`config.mk`:
```
export PLATFORM = sky130hd
export DESIGN_NAME = cond_flag_unit
export DESIGN_NICKNAME = d
export VERILOG_FILES = /design/src/rtl/cfu_pkg.sv /design/src/rtl/cfu_flag_reg.sv /design/src/rtl/cfu_cond_eval.sv /design/src/rtl/cond_flag_unit.sv
export SDC_FILE = /design/constraint.sdc
export NUM_CORES = 1
export LEC_CHECK = 0
export BUFFER_PORTS_ARGS = -buffer_cell sky130_fd_sc_hd__buf_2
export CAP_MARGIN = 20
export CELL_PAD_IN_SITES_DETAIL_PLACEMENT = 1
export CELL_PAD_IN_SITES_GLOBAL_PLACEMENT = 2
export CORE_MARGIN = 1
export CORE_UTILIZATION = 16
export CTS_BUF_LIST = sky130_fd_sc_hd__clkbuf_4
export DETAILED_ROUTE_END_ITERATION = 16
export PLACE_DENSITY = 0.69
export SLEW_MARGIN = 40
export SYNTH_ARGS = -nofsm -noshare
export SYNTH_HDL_FRONTEND = slang
export SYNTH_SLANG_ARGS = --single-unit
```
`constraint.sdc`:
```
create_clock -name clk_i -period 0.9 [get_ports clk_i]
set_input_delay 0 -clock clk_i [delete_from_list [all_inputs] [get_ports clk_i]]
set_output_delay 0 -clock clk_i [all_outputs]
set_load 0.03 [all_outputs]
```
`src/rtl/cfu_pkg.sv`:
```
`timescale 1ns/1ps
package cfu_pkg;
   localparam int FLAG_N = 4;
   localparam int C_BIT  = 3;
   localparam int V_BIT  = 2;
   localparam int N_BIT  = 1;
   localparam int Z_BIT  = 0;

   typedef struct packed {
      logic c;
      logic v;
      logic n;
      logic z;
   } flags_t;

   // Low three bits of the condition code pick a test family;
   // the top bit picks the polarity or the alternate member.
   typedef enum logic [2:0] {
      SEL_ALW_V = 3'd0,
      SEL_ZERO  = 3'd1,
      SEL_NEG   = 3'd2,
      SEL_NZ    = 3'd3,
      SEL_IO    = 3'd4,
      SEL_CARRY = 3'd5,
      SEL_SLT   = 3'd6,
      SEL_SLE   = 3'd7
   } csel_e;
endpackage

```
`src/rtl/cfu_flag_reg.sv`:
```
`timescale 1ns/1ps
module cfu_flag_reg #(
   parameter int FLAG_N = cfu_pkg::FLAG_N,
   parameter int C_BIT  = cfu_pkg::C_BIT
) (
   input  logic              clk_i,
   input  logic              rst_i,
   input  logic              ce_i,
   input  logic [FLAG_N-1:0] upd_en_i,
   input  logic [FLAG_N-1:0] upd_val_i,
   input  logic              carry_set_i,
   input  logic              carry_clr_i,
   output logic [FLAG_N-1:0] flags_o
);
   logic [FLAG_N-1:0] flags_q;
   logic [FLAG_N-1:0] flags_d;

   for (genvar i = 0; i < FLAG_N; i++) begin : g_bit
      if (i == C_BIT) begin : g_carry
         // set beats clear beats the ordinary write
         assign flags_d[i] = carry_set_i ? 1'b1 :
                             carry_clr_i ? 1'b0 :
                             (upd_en_i[i] ? upd_val_i[i] : flags_q[i]);
      end else begin : g_plain
         assign flags_d[i] = upd_en_i[i] ? upd_val_i[i] : flags_q[i];
      end
   end

   always_ff @(posedge clk_i) begin
      if (rst_i)     flags_q <= '0;
      else if (ce_i) flags_q <= flags_d;
   end

   assign flags_o = flags_q;
endmodule

```
`src/rtl/cfu_cond_eval.sv`:
```
`timescale 1ns/1ps
module cfu_cond_eval #(
   parameter int COND_W = 4,
   parameter int FLAG_N = cfu_pkg::FLAG_N
) (
   input  logic [COND_W-1:0] cond_i,
   input  logic [FLAG_N-1:0] flags_i,
   input  logic              ibuf_valid_i,
   input  logic              obuf_full_i,
   output logic              taken_o
);
   import cfu_pkg::*;

   localparam int POL_BIT = COND_W - 1;

   flags_t f;
   csel_e  sel;
   logic   alt;
   logic   s_lt;
   logic   base;

   assign f    = flags_t'(flags_i);
   assign sel  = csel_e'(cond_i[2:0]);
   assign alt  = cond_i[POL_BIT];
   assign s_lt = f.v ^ f.n;

   always_comb begin
      case (sel)
         SEL_ZERO:  base = f.z;
         SEL_NEG:   base = f.n;
         SEL_NZ:    base = f.n | f.z;
         SEL_CARRY: base = f.c;
         SEL_SLT:   base = s_lt;
         SEL_SLE:   base = s_lt | f.z;
         default:   base = 1'b0;
      endcase
   end

   always_comb begin
      case (sel)
         SEL_ALW_V: taken_o = alt ? f.v : 1'b1;
         SEL_IO:    taken_o = alt ? obuf_full_i : ~ibuf_valid_i;
         default:   taken_o = alt ? base : ~base;
      endcase
   end
endmodule

```
`src/rtl/cond_flag_unit.sv`:
```
`timescale 1ns/1ps
module cond_flag_unit #(
   parameter int COND_W    = 4,
   parameter int FLAG_W    = 4,
   parameter int TAKEN_REG = 0
) (
   input  logic              clk_i,
   input  logic              rst_i,
   input  logic              ce_i,
   input  logic [FLAG_W-1:0] upd_en_i,
   input  logic [FLAG_W-1:0] upd_val_i,
   input  logic              carry_set_i,
   input  logic              carry_clr_i,
   input  logic              ibuf_valid_i,
   input  logic              obuf_full_i,
   input  logic [COND_W-1:0] cond_i,
   output logic [FLAG_W-1:0] flags_o,
   output logic              taken_o
);
   if (COND_W != 4) begin : g_bad_cond
      $error("cond_flag_unit: COND_W must be 4");
   end
   if (FLAG_W != cfu_pkg::FLAG_N) begin : g_bad_flag
      $error("cond_flag_unit: FLAG_W must match the package flag count");
   end
   if (TAKEN_REG != 0 && TAKEN_REG != 1) begin : g_bad_treg
      $error("cond_flag_unit: TAKEN_REG must be 0 or 1");
   end

   logic [FLAG_W-1:0] flags_w;
   logic              taken_w;

   cfu_flag_reg #(.FLAG_N(FLAG_W), .C_BIT(cfu_pkg::C_BIT)) flag_reg_i (
      .clk_i       (clk_i),
      .rst_i       (rst_i),
      .ce_i        (ce_i),
      .upd_en_i    (upd_en_i),
      .upd_val_i   (upd_val_i),
      .carry_set_i (carry_set_i),
      .carry_clr_i (carry_clr_i),
      .flags_o     (flags_w)
   );

   cfu_cond_eval #(.COND_W(COND_W), .FLAG_N(FLAG_W)) cond_eval_i (
      .cond_i       (cond_i),
      .flags_i      (flags_w),
      .ibuf_valid_i (ibuf_valid_i),
      .obuf_full_i  (obuf_full_i),
      .taken_o      (taken_w)
   );

   assign flags_o = flags_w;

   if (TAKEN_REG == 1) begin : g_taken_ff
      logic taken_q;
      always_ff @(posedge clk_i) begin
         if (rst_i) taken_q <= 1'b0;
         else       taken_q <= taken_w;
      end
      assign taken_o = taken_q;
   end else begin : g_taken_comb
      assign taken_o = taken_w;
   end
endmodule

```
==> results of run 1 <==
-- power by group --
group          switching, uW  internal [uW]
Clock                   77.8            149
Combinational            110            116
Sequential              6.76            186
-- layout make-up --
class / instances / area (um^2)
clock buffers: 3 / 22.5
fillers: 224 / 1140
inverters: 1 / 3.75
multi-input cells: 36 / 246
flip-flops and latches: 4 / 90.1
well taps: 25 / 31.3
repair buffers: 34 / 210
-- critical path: cells and delay by family (launching register included) --
kind,cells,cell delay [ps]
flip-flops,1,310
AO/OA/AOI/OAI,2,630
buffers and inverters,1,210
AND/OR/NAND/NOR,1,130
-- synthesized netlist by cell type, drive strengths merged --
library cell / n
nand2: 8
a21oi: 4
dfxtp: 4
nand3: 3
o21ai: 3
nor2b: 2
a2111oi: 1
a211oi: 1
a311oi: 1
and3: 1
and3b: 1
inv: 1
mux2i: 1
nand2b: 1
nand3b: 1
nand4: 1
nor3: 1
nor3b: 1
o31a: 1
or2b: 1
or3: 1
or3b: 1
xor2: 1
-- per-stage QoR --
stage               total power, uW  TNS [ps]  hold slack, ps  worst slack, ps
floorplan                       294      -455            59.4             -455
finish                          647      -625            20.0             -625
detailed placement              405      -435             223             -435
global placement                401      -409             211             -409
global route                    695      -672            46.7             -672
CTS                             660      -620            5.49             -620
-- placed cells by master, fill, tap and decap left out --
cell,count
nand4_1,1
dlygate4sd3_1,2
and3b_1,1
mux2i_1,1
clkbuf_4,4
nand3b_1,1
or3_4,1
or2b_1,1
buf_2,20
nand2_2,1
buf_4,11
nor3b_1,1
a211oi_2,1
nand2b_1,1
nand3_1,3
nand2_1,7
xor2_1,1
or3b_2,1
a21oi_1,4
dfxtp_2,2
dfxtp_4,2
nor2b_1,2
inv_1,1
a2111oi_4,1
nor3_1,1
and3_1,1
a311oi_1,1
o21ai_0,3
o31a_1,1
-- how the worst max path moves through the flow --
| stage | start | to | slack (ps) | cells past startpoint |
|---|---|---|---|---|
| after global routing | flag_reg_i.flags_o[2] | taken_o | -670 | 5 |
| after CTS | flag_reg_i.flags_o[0] | taken_o | -620 | 4 |
| after floorplan | flag_reg_i.flags_o[3] | taken_o | -450 | 3 |
| final | flag_reg_i.flags_o[0] | taken_o | -630 | 4 |
| after detailed placement | flag_reg_i.flags_o[2] | taken_o | -440 | 5 |
| after global placement | flag_reg_i.flags_o[3] | taken_o | -410 | 4 |
-- metal layers --
| layer | vias up | part of all wire | global-route usage |
|---|---|---|---|
| met2 | 21 | 0.50 | 0.212 |
| met1 | 186 | 0.42 | 0.125 |
| li1 | 227 | - | - |
| met3 | 3 | 0.050 | 0.0240 |
| met4 | 0 | 0.022 | 0.0909 |
| met5 | - | 0 | 0 |
-- timing repair --
action	in CTS	in global routing
pin swaps	4	0
endpoints found under the setup margin	1	3
hold buffers	2	0
cloned	0	0
hold endpoints to repair	4	0
resized for setup	4	3
-- cell families (layout without fill, tap and decap cells) --
family | after synthesis | after routing | share of synthesized area
xor gates and xnor gates | 1 | 1 | 0.0292
DFF | 4 | 4 | 0.267
and+or+nand+nor | 23 | 23 | 0.425
muxes | 1 | 1 | 0.0333
AOI/OAI and AO/OA | 11 | 11 | 0.233
buffers and inverters | 1 | 38 | 0.0125
==> metrics.txt, run 1 <==
Worst Tran Pin Value=404 ps; row count=15; crit-path cells=and3_1, o31a_1, a2111oi_4, buf_4; f_max=0.656 GHz; Critical Path Fanout Max=2; Final HPWL DP=855 um; initial core utilization=0.172; die area=2050 um^2; Pwr Density=1070 nW/um^2; hold path depth=3; GPL Wtd Cong=0.800; global-route wire length before repair=1.75 mm; Finished Layout Cells=103; CP Data Arrival Time=1530 ps; type of origin of the critical path=flip-flop; clk_lat worst skew=240 ps; drt first pass iters=2; register area share after synthesis=0.267; Via Count=437; syn_nets=60; worst r2r path cells=3; final critical-path setup slack=-625 ps; Worst Hold Class=input port to flip-flop; Lkg Pwr=0.000282 uW; reg-to-reg slack, setup=210 ps; hold path endpoint=flag_reg_i.flags_o[2]; count of cell types in the netlist=23; Max stage delay on crit path=330 ps; post-synth top area cell=dfxtp_1; kind of critical path=flip-flop to output port; Synth area leaders=dfxtp_1, nand2_1, a21oi_1; crit path max-delay cell type=a2111oi_4; placement-stage cell area=542 um^2; max reg flops=4; CP Data Required Time=900 ps; Iteration-0 DRC Markers=1; post-synth design cell area=300 um^2; grt total ovfl=0; RSZ-0062 raised after global routing=true; Peak VDD IR=0.000471 V; post-synth top area share=0.267; clock buffer count from CTS=3; Avg Cell Area, Syn=7.32 um^2; I/O Buffers=23; final instance area=604 um^2; remaining routing DRC violations=0; Die W=45.3 um; area added between synthesis and finish=101%; status=finished with violations; gr usage total=0.121; I/O pin total=24; Tmin final=1530 ps; # setup viols final=1; # Max-Cap Violations=0; CTS H-tree lvls=1; placed cell count=98; Relative slew margins=0.729; wire per inst=10.3 um; Worst R2R End=flag_reg_i.flags_o[3]; vias in the first global route=454; flop and latch count out of synthesis=4; CP Capture Type=output port; failing checks=negative setup slack; min-delay src=upd_val_i[2]; Ys Warns=0; R2R Path Start=flag_reg_i.flags_o[3]; fin. max-slew vios=0; largest net degree at the start of global routing=9; share of layout cells above drive strength 1=0.564; period utilization=1.69; clock sinks=4; core area=1750 um^2; Final Hold Vio Count=0; clock buffer depth=2; Routed WL=1.06 mm; Routed Antenna Nets=0; CTS tree=done; Die H=45.3 um; Mapped Cells=41; clock slew at reported path FFs=40 ps; ANT cells=0; Avg Vias per Cell=4.24; final design utilization=0.346; NumNets Final=99; CTS root buf=clkbuf_4; initial antenna violation count=0; Final Skew=0 ps; Setup Buffers After CTS=0
Power figures use the tool's default switching activity.
==> inputs of run 2 (changes only) <==
Settings changed: CORE_UTILIZATION 16 to 15, CTS_BUF_LIST sky130_fd_sc_hd__clkbuf_4 to sky130_fd_sc_hd__clkbuf_4 sky130_fd_sc_hd__clkbuf_8 sky130_fd_sc_hd__clkbuf_16, PLACE_DENSITY 0.69 to 0.65, SKIP_LAST_GASP from default to 1.
==> metrics.txt, run 2 (synthesis results as in run 1) <==
Peak VDD IR=0.000390 V; commonest non-fill, non-tap cell in the layout=buf_2; area added between synthesis and finish=103%; ANT cells=0; RSZ-0062 raised after global routing=true; share of layout cells above drive strength 1=0.597; final critical-path setup slack=-614 ps; kind of critical path=flip-flop to output port; period utilization=1.68; clk_lat worst skew=230 ps; # setup viols final=1; wire per inst=10.4 um; Via Count=430; Critical Path Fanout Max=4; drt first pass iters=2; NumNets Final=98; GPL Wtd Cong=0.828; I/O Buffers=23; Final Hold Vio Count=0; Clock power frac=0.347; gr usage total=0.120; switching power=196 uW; CP Capture Type=output port; max reg flops=4; Tmin final=1510 ps; CP Data Required Time=900 ps; Int Pwr=450 uW; setup slack at placement=-420 ps; Iteration-0 DRC Markers=4; reg-to-reg slack, setup=200 ps; Pwr Density=1060 nW/um^2; clock slew at reported path FFs=40 ps; placed cell count=98; Final Skew=0 ps; core area=1800 um^2; global-route wire length before repair=1.80 mm; type of origin of the critical path=flip-flop; CP Data Arrival Time=1510 ps; initial core utilization=0.167; Avg Vias per Cell=4.22; Net Sw Frac=0.303; Lkg Pwr=0.000285 uW; Die W=46.7 um; I/O pin total=24; Routed Antenna Nets=0; grt total ovfl=0; Setup Buffers After CTS=0; Routed WL=1.06 mm; clock buffer depth=2; Final HPWL DP=873 um; Relative slew margins=0.714; CTS tree=done; initial antenna violation count=0; status=finished with violations; Die H=46.7 um; vias in the first global route=451; sequential share of power=0.299; CTS H-tree lvls=1; combinational cell fraction of total power=0.355; commonest non-fill, non-tap cells in the layout=buf_2, buf_4, nand2_1; Worst Tran Pin Value=426 ps; f_max=0.660 GHz; clock buffer count from CTS=3; # Max-Cap Violations=0; CTS root buf=clkbuf_4; row count=15; clock sinks=4; Worst Hold Class=input port to flip-flop; remaining routing DRC violations=0; Finished Layout Cells=102; failing checks=negative setup slack; largest net degree at the start of global routing=9; die area=2180 um^2; fin. max-slew vios=0
-- run 2: final timing paths --
check                           depth (start not counted)               endpoint             startpoint
worst min-delay path                                    3  flag_reg_i.flags_o[1]           upd_val_i[1]
worst max-delay path                                    5                taken_o  flag_reg_i.flags_o[2]
worst min register to register                          3  flag_reg_i.flags_o[0]  flag_reg_i.flags_o[0]
worst max register to register                          3  flag_reg_i.flags_o[2]  flag_reg_i.flags_o[2]
-- run 2: cell type report --
type                            instances  area, um^2
Sequential cell                         4        92.6
Tap cell                               25        31.3
Fill cell                             242        1190
Multi-Input combinational cell         36         263
Inverter                                1        3.75
Timing Repair Buffer                   33         198
Clock buffer                            3        22.5
-- run 2: per-stage QoR --
stage	cell area [um^2]	setup TNS [ps]	total power (uW)	utilization	hold slack, ps
2_1_floorplan	328	-455	294	-	59.4
6_report	611	-614	645	0.339	9.63
5_1_grt	611	-691	688	0.339	30.2
3_5_place_dp	542	-420	405	0.301	212
3_3_place_gp	542	-413	403	0.301	215
4_1_cts	587	-623	649	0.326	5.52
-- run 2: power by group through the flow --
stage	registers, uW	clock network [uW]	logic (uW)
floorplan	215	0	79.0
global placement	195	0	207
detailed placement	195	0	209
CTS	193	234	222
global route	194	245	250
finish	193	224	229
-- run 2: layer usage --
metal / vias up / track usage / part of all wire
li1: 226 / - / -
met1: 188 / 0.130 / 0.45
met2: 16 / 0.200 / 0.50
met3: 0 / 0.0346 / 0.055
met4: 0 / 0.0857 / 0
met5: - / 0 / 0
-- run 2: critical path: stages, from the launching register on --
cell,delay [ps]
dfxtp_4,360
nand2_4,60
xor2_2,150
mux2i_2,160
a2111oi_4,340
buf_4,210
-- run 2: what timing repair did --
action                                  in CTS  in global routing
pin swaps                                    3                  2
endpoints found under the hold margin        4                  0
cloned                                       0                  0
hold buffers                                 1                  0
endpoints found under the setup margin       1                  2
gates resized for setup                      3                  7
==> inputs of run 3 (changes only) <==
==> constraint.sdc (replaced) <==
create_clock -name clk_i -period 0.9 [get_ports clk_i]
set_input_delay 0.045 -clock clk_i [delete_from_list [all_inputs] [get_ports clk_i]]
set_output_delay 0.045 -clock clk_i [all_outputs]
set_load 0.03 [all_outputs]
==> metrics.txt, run 3 (synthesis results as in run 1) <==
Final Hold Vio Count=0; initial antenna violation count=0; Setup Buffers After CTS=0; post-cts hold buffer count=0; status=finished with violations; global-route wire length before repair=1.84 mm; Peak VDD IR=0.000427 V; total power=658 uW; NumNets Final=98; Iteration-0 DRC Markers=3; clock slew at reported path FFs=40 ps; Die W=46.7 um; hold path endpoint=flag_reg_i.flags_o[3]; RSZ-0062 raised after global routing=true; kind of critical path=flip-flop to output port; ANT cells=0; period utilization=1.69; min-delay src=rst_i; Routed Antenna Nets=0; area added between synthesis and finish=103%; largest net degree at the start of global routing=9; Via Count=443; Die H=46.7 um; Avg Vias per Cell=4.34; f_max=0.659 GHz; drt first pass iters=3; I/O Buffers=23; GPL Wtd Cong=0.814; worst r2r path cells=3; Lkg Pwr=0.000283 uW; Tmin final=1520 ps; setup TNS=-618 ps; # setup viols final=1; die area=2180 um^2; fin. max-slew vios=0; Final Skew=0 ps; R2R Path Start=flag_reg_i.flags_o[2]; Pwr Density=1080 nW/um^2; share of layout cells above drive strength 1=0.571; hold slack=14.5 ps; grt total ovfl=0; type of origin of the critical path=flip-flop; initial core utilization=0.167; row count=15; hold path depth=2; reg-to-reg slack, setup=200 ps; max reg flops=4; Worst Hold Class=input port to flip-flop; CP Data Arrival Time=1470 ps; clk_lat worst skew=240 ps; CP Data Required Time=850 ps; Worst Tran Pin Value=398 ps; gr usage total=0.124; CTS H-tree lvls=1; CTS root buf=clkbuf_4; Routed WL=1.07 mm; Worst R2R End=flag_reg_i.flags_o[2]; failing checks=negative setup slack; final critical-path setup slack=-618 ps; commonest non-fill, non-tap cell in the layout=buf_2; CP Capture Type=output port; CTS tree=done; vias in the first global route=477; clock buffer depth=2; clock sinks=4; remaining routing DRC violations=0; Relative slew margins=0.733; wire per inst=10.5 um; I/O pin total=24; clock buffer count from CTS=3; core area=1800 um^2; # Max-Cap Violations=0; commonest non-fill, non-tap cells in the layout=buf_2, buf_4, nand2_1; Critical Path Fanout Max=4
-- run 3: worst max-delay path, stage by stage, from the launching register on --
cell	delay (ps)
dfxtp_4	350
nand2_2	60
xor2_1	170
mux2i_1	150
a2111oi_4	330
buf_6	180
-- run 3: layout make-up --
type | count | area, um^2
clock buffers | 3 | 22.5
fillers | 235 | 1190
inverters | 1 | 3.75
multi-input cells | 36 | 241
flip-flops and latches | 4 | 90.1
well taps | 25 | 31.3
repair buffers | 33 | 221
-- run 3: what timing repair did --
action                                 4_1_cts  5_1_grt
pin swaps                                    5        0
setup endpoints to repair                    5        3
endpoints found under the hold margin        0        0
resized for setup                           10        2
-- run 3: how the worst max path moves through the flow --
stage	from	endpoint	slack (ps)	cells past startpoint
CTS	flag_reg_i.flags_o[2]	taken_o	-650	5
floorplan	flag_reg_i.flags_o[3]	taken_o	-500	3
finish	flag_reg_i.flags_o[2]	taken_o	-620	5
global route	flag_reg_i.flags_o[2]	taken_o	-690	5
global placement	cond_i[1]	taken_o	-470	6
detailed placement	cond_i[1]	taken_o	-510	6
-- run 3: power breakdown --
| group | internal (uW) | leakage (uW) | switching (uW) |
|---|---|---|---|
| sequential | 186 | 0.0000350 | 6.91 |
| combinational | 124 | 0.000234 | 111 |
| clock | 150 | 0.0000138 | 80.8 |
| total | 459 | 0.000283 | 199 |
-- run 3: per-layer routing --
metal | share of wire | up-vias | GRT usage
met5 | 0 | - | 0
met2 | 0.50 | 17 | 0.222
met4 | 0.024 | 0 | 0.103
met1 | 0.41 | 199 | 0.123
met3 | 0.056 | 3 | 0.0231
li1 | - | 224 | -
-- run 3: through the flow --
stage	cells	utilization	instance area [um^2]	setup slack, ps
2_1_floorplan	41	-	328	-500
3_3_place_gp	99	0.305	549	-468
3_5_place_dp	99	0.305	549	-511
4_1_cts	102	0.335	603	-652
5_1_grt	102	0.339	611	-687
6_report	102	0.339	611	-618
